<file path="config.mk">
export PLATFORM = sky130hd
export DESIGN_NAME = ldst_exec_unit
export DESIGN_NICKNAME = d
export VERILOG_FILES = /design/src/rtl/ldst_pkg.sv /design/src/rtl/ldst_regfile.sv /design/src/rtl/ldst_agen.sv /design/src/rtl/ldst_ctrl.sv /design/src/rtl/ldst_exec_unit.sv
export SDC_FILE = /design/constraint.sdc
export NUM_CORES = 2
export LEC_CHECK = 0
export BUFFER_PORTS_ARGS = -buffer_cell sky130_fd_sc_hd__buf_2
export CAP_MARGIN = 20
export CORE_AREA = 2 2 369 371
export CTS_BUF_LIST = sky130_fd_sc_hd__clkbuf_16
export CTS_CLUSTER_DIAMETER = 150
export DETAILED_ROUTE_END_ITERATION = 8
export DIE_AREA = 0 0 371 373
export HOLD_SLACK_MARGIN = 0.05
export PLACE_DENSITY_LB_ADDON = 0.25
export SYNTH_ARGS = -nofsm -noshare
export SYNTH_HDL_FRONTEND = slang
export SYNTH_SLANG_ARGS = --single-unit
</file>
<file path="constraint.sdc">
create_clock -name clk -period 15.7 [get_ports clk]
set_input_delay 3.14 -clock clk [delete_from_list [all_inputs] [get_ports clk]]
set_output_delay 3.14 -clock clk [all_outputs]
set_load 0.005 [all_outputs]
</file>
<file path="src/rtl/ldst_pkg.sv">
package ldst_pkg;

  localparam int XLEN      = 32;
  localparam int REG_IDX_W = 4;
  localparam int LANES     = XLEN / 8;
  localparam logic [3:0] COND_ALWAYS = 4'b1110;
  localparam logic [1:0] OP_XFER     = 2'b01;

  typedef struct packed {
    logic [3:0]  cond;
    logic [1:0]  op;
    logic        imm_sel;
    logic        pre;
    logic        up;
    logic        bsel;
    logic        wback;
    logic        load;
    logic [3:0]  rn;
    logic [3:0]  rd;
    logic [11:0] ofs;
  } xfer_word_t;

  typedef enum logic [1:0] {
    ST_IDLE,
    ST_ADDR,
    ST_CAPT,
    ST_FIN
  } xfer_state_t;

  // Shifted index register offset
  function automatic logic [XLEN-1:0] f_reg_offset(logic [XLEN-1:0] rm, logic [4:0] amt);
    return rm << amt;
  endfunction

  // Offset chosen by the immediate-select bit
  function automatic logic [XLEN-1:0] f_offset(xfer_word_t w, logic [XLEN-1:0] rm);
    if (w.imm_sel)
      return {{(XLEN-12){1'b0}}, w.ofs};
    return f_reg_offset(rm, w.ofs[11:7]);
  endfunction

  // Only an immediate-amount left shift is accepted for register offsets
  function automatic logic f_shift_ok(xfer_word_t w);
    return w.imm_sel || (w.ofs[6:4] == 3'b000);
  endfunction

  function automatic logic [XLEN-1:0] f_step(logic [XLEN-1:0] base, logic [XLEN-1:0] ofs,
                                             logic up);
    return up ? base + ofs : base - ofs;
  endfunction

  function automatic logic [LANES-1:0] f_lane_be(logic [1:0] lo, logic is_byte);
    if (is_byte)
      return LANES'(1) << lo;
    return '1;
  endfunction

  function automatic logic [XLEN-1:0] f_store_data(logic [XLEN-1:0] v, logic is_byte);
    if (is_byte)
      return {LANES{v[7:0]}};
    return v;
  endfunction

  function automatic logic [XLEN-1:0] f_load_data(logic [XLEN-1:0] word, logic [1:0] lo,
                                                  logic is_byte);
    logic [XLEN-1:0] sh;
    sh = word >> {lo, 3'b000};
    if (is_byte)
      return {{(XLEN-8){1'b0}}, sh[7:0]};
    return word;
  endfunction

endpackage

</file>
<file path="src/rtl/ldst_regfile.sv">
module ldst_regfile
  import ldst_pkg::*;
#(
  parameter int W  = XLEN,
  parameter int IW = REG_IDX_W
) (
  input  logic          clk,
  input  logic          rst_n,
  input  logic [IW-1:0] ra_rn,
  input  logic [IW-1:0] ra_rm,
  input  logic [IW-1:0] ra_rd,
  input  logic [IW-1:0] ra_dbg,
  output logic [W-1:0]  rv_rn,
  output logic [W-1:0]  rv_rm,
  output logic [W-1:0]  rv_rd,
  output logic [W-1:0]  rv_dbg,
  input  logic          we_a,
  input  logic [IW-1:0] wa_a,
  input  logic [W-1:0]  wd_a,
  input  logic          we_b,
  input  logic [IW-1:0] wa_b,
  input  logic [W-1:0]  wd_b
);

  localparam int NREG = 1 << IW;

  logic [W-1:0] regs [NREG];

  // Port A (load data) wins over port B (base update) on the same entry
  for (genvar g = 0; g < NREG; g++) begin : g_reg
    logic [W-1:0] q;
    always_ff @(posedge clk or negedge rst_n) begin
      if (!rst_n)
        q <= '0;
      else if (we_a && (wa_a == IW'(g)))
        q <= wd_a;
      else if (we_b && (wa_b == IW'(g)))
        q <= wd_b;
    end
    assign regs[g] = q;
  end

  assign rv_rn  = regs[ra_rn];
  assign rv_rm  = regs[ra_rm];
  assign rv_rd  = regs[ra_rd];
  assign rv_dbg = regs[ra_dbg];

endmodule

</file>
<file path="src/rtl/ldst_agen.sv">
module ldst_agen
  import ldst_pkg::*;
#(
  parameter int AW = 8
) (
  input  xfer_word_t     iw,
  input  logic [XLEN-1:0] base_val,
  input  logic [XLEN-1:0] index_val,
  output logic [AW+1:0]   acc_addr,
  output logic [XLEN-1:0] upd_addr,
  output logic            shift_ok,
  output logic            do_wb
);

  logic [XLEN-1:0] ofs_val;

  always_comb begin
    ofs_val  = f_offset(iw, index_val);
    upd_addr = f_step(base_val, ofs_val, iw.up);
    acc_addr = iw.pre ? (AW+2)'(upd_addr) : (AW+2)'(base_val);
    shift_ok = f_shift_ok(iw);
    do_wb    = !iw.pre || iw.wback;
  end

endmodule

</file>
<file path="src/rtl/ldst_ctrl.sv">
module ldst_ctrl
  import ldst_pkg::*;
(
  input  logic clk,
  input  logic rst_n,
  input  logic start,
  input  logic exec_ok,
  input  logic is_load,
  output logic accept,
  output logic in_addr,
  output logic in_capt,
  output logic in_fin
);

  xfer_state_t st, st_nx;

  always_comb begin
    st_nx = st;
    unique case (st)
      ST_IDLE: if (start) st_nx = ST_ADDR;
      ST_ADDR: st_nx = (exec_ok && is_load) ? ST_CAPT : ST_FIN;
      ST_CAPT: st_nx = ST_FIN;
      ST_FIN:  st_nx = ST_IDLE;
      default: st_nx = ST_IDLE;
    endcase
  end

  always_ff @(posedge clk or negedge rst_n) begin
    if (!rst_n)
      st <= ST_IDLE;
    else
      st <= st_nx;
  end

  assign accept  = (st == ST_IDLE) && start;
  assign in_addr = (st == ST_ADDR);
  assign in_capt = (st == ST_CAPT);
  assign in_fin  = (st == ST_FIN);

endmodule

</file>
<file path="src/rtl/ldst_exec_unit.sv">
module ldst_exec_unit
  import ldst_pkg::*;
#(
  parameter int AW = 8
) (
  input  logic                 clk,
  input  logic                 rst_n,
  input  logic                 start,
  input  logic [XLEN-1:0]      instr,
  output logic                 done,
  output logic                 illegal,
  output logic [AW-1:0]        mem_addr,
  output logic                 mem_rd_en,
  output logic                 mem_wr_en,
  output logic [LANES-1:0]     mem_be,
  output logic [XLEN-1:0]      mem_wdata,
  input  logic [XLEN-1:0]      mem_rdata,
  input  logic [REG_IDX_W-1:0] dbg_sel,
  output logic [XLEN-1:0]      dbg_data
);

  xfer_word_t      ir;
  logic [1:0]      lane_q;
  logic            accept, in_addr, in_capt, in_fin;
  logic [XLEN-1:0] base_val, index_val, data_val;
  logic [AW+1:0]   acc_addr;
  logic [XLEN-1:0] upd_addr;
  logic            shift_ok, do_wb;
  logic            is_xfer, exec_ok, ir_illegal;
  logic            rf_ld_we, rf_wb_we;
  logic [XLEN-1:0] ld_val;

  always_ff @(posedge clk or negedge rst_n) begin
    if (!rst_n)
      ir <= '0;
    else if (accept)
      ir <= xfer_word_t'(instr);
  end

  // Lane bits kept from the address cycle: the base may be rewritten there
  always_ff @(posedge clk or negedge rst_n) begin
    if (!rst_n)
      lane_q <= '0;
    else if (in_addr)
      lane_q <= acc_addr[1:0];
  end

  ldst_ctrl u_ctrl (
    .clk     (clk),
    .rst_n   (rst_n),
    .start   (start),
    .exec_ok (exec_ok),
    .is_load (ir.load),
    .accept  (accept),
    .in_addr (in_addr),
    .in_capt (in_capt),
    .in_fin  (in_fin)
  );

  ldst_agen #(.AW(AW)) u_agen (
    .iw        (ir),
    .base_val  (base_val),
    .index_val (index_val),
    .acc_addr  (acc_addr),
    .upd_addr  (upd_addr),
    .shift_ok  (shift_ok),
    .do_wb     (do_wb)
  );

  assign is_xfer    = (ir.cond == COND_ALWAYS) && (ir.op == OP_XFER);
  assign exec_ok    = is_xfer && shift_ok;
  assign ir_illegal = is_xfer && !shift_ok;

  assign rf_wb_we = in_addr && exec_ok && do_wb;
  assign rf_ld_we = in_capt;
  assign ld_val   = f_load_data(mem_rdata, lane_q, ir.bsel);

  ldst_regfile #(.W(XLEN), .IW(REG_IDX_W)) u_rf (
    .clk    (clk),
    .rst_n  (rst_n),
    .ra_rn  (ir.rn),
    .ra_rm  (ir.ofs[3:0]),
    .ra_rd  (ir.rd),
    .ra_dbg (dbg_sel),
    .rv_rn  (base_val),
    .rv_rm  (index_val),
    .rv_rd  (data_val),
    .rv_dbg (dbg_data),
    .we_a   (rf_ld_we),
    .wa_a   (ir.rd),
    .wd_a   (ld_val),
    .we_b   (rf_wb_we),
    .wa_b   (ir.rn),
    .wd_b   (upd_addr)
  );

  assign mem_addr  = acc_addr[AW+1:2];
  assign mem_rd_en = in_addr && exec_ok && ir.load;
  assign mem_wr_en = in_addr && exec_ok && !ir.load;
  assign mem_be    = f_lane_be(acc_addr[1:0], ir.bsel);
  assign mem_wdata = f_store_data(data_val, ir.bsel);

  assign done    = in_fin;
  assign illegal = in_fin && ir_illegal;

endmodule

</file>
==> summary.txt <==
CTS tree = built
Crit path required time = 12,560 ps
largest net degree at the start of global routing = 153
Period minus WS final = 10,320 ps
Core Area = 135,000 um2
Mapped Cells = 4,748
WHS Endpoint = ir[28]
number of global-route vias before repair = 41,900
gr ovfl total = 0
async set-reset flop share out of synthesis = 100%
synth warn = 0
Setup crit start kind = flip-flop
hold depth = 1
Fin. Hold Viols = 0
Reg-to-Reg End = u_rf.g_reg[14].q[27]
fmax = 96.9 MHz
Num Clock Sinks = 548
Pre-Repair DR Iteration Count = 8
clock skew = 25.8 ps
maxcap violations = 0
clock buffer depth = 3
final-report setup violation count = 0
worst hold path class = reg -> reg
antenna violations before repair = 9
nets = 4,729
post_cts resized = 0
Mapped Avg Cell Area = 9.84 um2
Max-slew headroom = 15.8%
Die H = 373 um
period utilisation layout = 65.8%
Setup crit end kind = output pin
Slew @ Worst Pin = 1260 ps
Post-route DRC = 0
post-synthesis sequential area ratio = 29.3%
area delta synth->final = 10.2%
Antenna Nets Post-Route = 0
Die Footprint = 138,000 um2
htree depth = 3
max-slew violation count = 0
Post-Syn Nets = 4,856
Worst Reg2Reg Path Length in Cells = 25
via/cell ratio = 6.94
Post-synth EDFFs = 0
first-pass GRT wire length = 330,000 um
setup_tns = 0 ps
wire per inst = 36.4 um
initial DRC count = 6,240
post-CTS setup buffer count = 0
post-synthesis register bit count = 548
mapped cell area = 46,700 um2
share of layout cells above drive strength 1 = 24.3%
Post-synth top flop = dfrtp_1
# IOs = 151
vias post-DR = 44,800
Worst EP arrival = 7180 ps
PortBufs = 150
clock transition at the registers of the reported paths = 60 ps
status = completed
routed wire length = 235,000 um
Filler Cell Count = 13,200
Hold Crit Start = ir[28]
total CTS buffers = 71
width of the die = 371 um
initial core utilization = 34.7%
clk_lat worst skew = 700 ps
Post-DP HPWL = 157,000 um
RSZ-0062 raised after global routing = no
reg2reg start = ir[3]
Site Rows = 135
R2R Setup Slk = 6320 ps
post-synthesis cell type count = 89
Setup CP Type = reg -> out
routability congestion estimate = 1.02
Max FO, Critical Path = 92
CTS Root Cell = clkbuf_16
Hold Buf Count CTS = 0
overall routing resource usage = 33.5%
==> registers in the layout, indices dropped and copies added (netlist names) <==
name and cells:
ir 32, u_rf.g.q 512, lane_q 2, u_ctrl.st 2
==> final cells by class <==
type | instances | area, um2 | share of cell area (%)
inverters | 52 | 195 | 0.379
multi-input cells | 3633 | 31000 | 60.1
well taps | 1781 | 2230 | 4.33
clock buffers | 71 | 1780 | 3.45
flip-flops and latches | 548 | 13800 | 26.7
repair buffers | 315 | 2140 | 4.15
clock inverters | 49 | 430 | 0.835
diodes | 9 | 22.5 | 0.0437
==> worst max-delay path, stage by stage, from the launching register on <==
cell,delay (ps)
dfrtp_4,740
buf_4,710
buf_12,530
mux2i_1,160
a22oi_1,360
nand2_1,130
o31ai_1,780
nand3_1,240
nand2_1,280
a21oi_1,120
a31oi_1,170
xor2_1,130
ha_1,240
or3_1,400
o21ai_0,290
nand2b_1,190
nand2b_1,70
a21o_1,180
xnor2_1,120
buf_4,200
o21ai_0,190
buf_2,150
==> Yosys cell counts (all sizes together), types with 100 or more instances <==
master    n  area, um2
buf     136        694
mux2i   188       1880
a31oi   114        719
dfrtp   548      13700
a21oi   339       1700
nand3   100        500
nor2    502       1890
o21ai   303       1520
clkbuf  379       1420
nand2   537       2020
mux4    552      12400
a211oi  264       1990
==> layer usage <==
metal | part of all wire [%] | track usage, % | vias up
met5 | 0.014 | 0 | -
met4 | 7.2 | 21.0 | 6
met3 | 12 | 10.2 | 682
met2 | 42 | 47.3 | 3401
met1 | 38 | 44.3 | 22700
li1 | - | - | 18000
==> stage by stage <==
step | area (um2) | std cells | utilization, % | setup WS, ps | hold slack, ps
6_report | 51500 | 6458 | 38.3 | 5380 | 500
5_1_grt | 51500 | 6453 | 38.3 | 4980 | 517
4_1_cts | 51400 | 6445 | 38.2 | 5400 | 503
3_5_place_dp | 49200 | 6325 | 36.6 | 6170 | 491
3_3_place_gp | 49100 | 6320 | 36.5 | 6320 | 481
2_1_floorplan | 46700 | 4748 | - | 7350 | 470
==> kinds of logic after synthesis <==
kind of cell / Yosys count / synth area share (%)
flops: 548 / 29.3
simple gates: 1382 / 12.8
buf+inv: 567 / 4.95
xor+xnor: 54 / 1.01
mux: 803 / 32.1
compound gates: 1357 / 18.8
fa+ha+maj: 37 / 1.01
==> worst max-delay path by stage <==
stage                   endpoint  cells after the start       start
floorplan           dbg_data[11]                      4  dbg_sel[0]
global placement     mem_addr[6]                     21       ir[2]
detailed placement   mem_addr[7]                     21       ir[2]
CTS                  mem_addr[7]                     21       ir[2]
global route         mem_addr[6]                     21       ir[2]
finish               mem_addr[7]                     21       ir[2]
==> cell usage in the layout (no fill, tap or decap), types with 14 or more instances in the layout <==
cell / Yosys / layout
nor4b_1: 14 / 14
dfrtp_1: 548 / 533
nand3_1: 100 / 99
a22oi_1: 90 / 90
a22o_1: 24 / 24
a21oi_1: 339 / 338
clkbuf_16: 0 / 71
inv_1: 50 / 61
nor4_1: 14 / 14
o211ai_1: 26 / 26
mux2_2: 56 / 56
o21ai_0: 300 / 300
nand4_1: 23 / 23
a31o_2: 18 / 18
mux2i_1: 188 / 188
buf_4: 22 / 155
nor2b_1: 29 / 28
a2111o_1: 15 / 15
nor2_1: 501 / 484
nand2_2: 0 / 16
nand2b_1: 40 / 40
xnor2_1: 29 / 28
xor2_1: 25 / 22
o22ai_1: 14 / 14
a211oi_1: 263 / 263
mux4_2: 552 / 552
clkinv_1: 2 / 16
a31oi_1: 113 / 113
nor3_1: 37 / 32
ha_1: 36 / 36
nand2_1: 537 / 517
a21o_1: 19 / 19
and2_1: 23 / 23
buf_2: 21 / 147
Power is left out: the tool's default activity adds up to more than one toggle a clock period on the data nets, which glitch-free logic cannot reach.
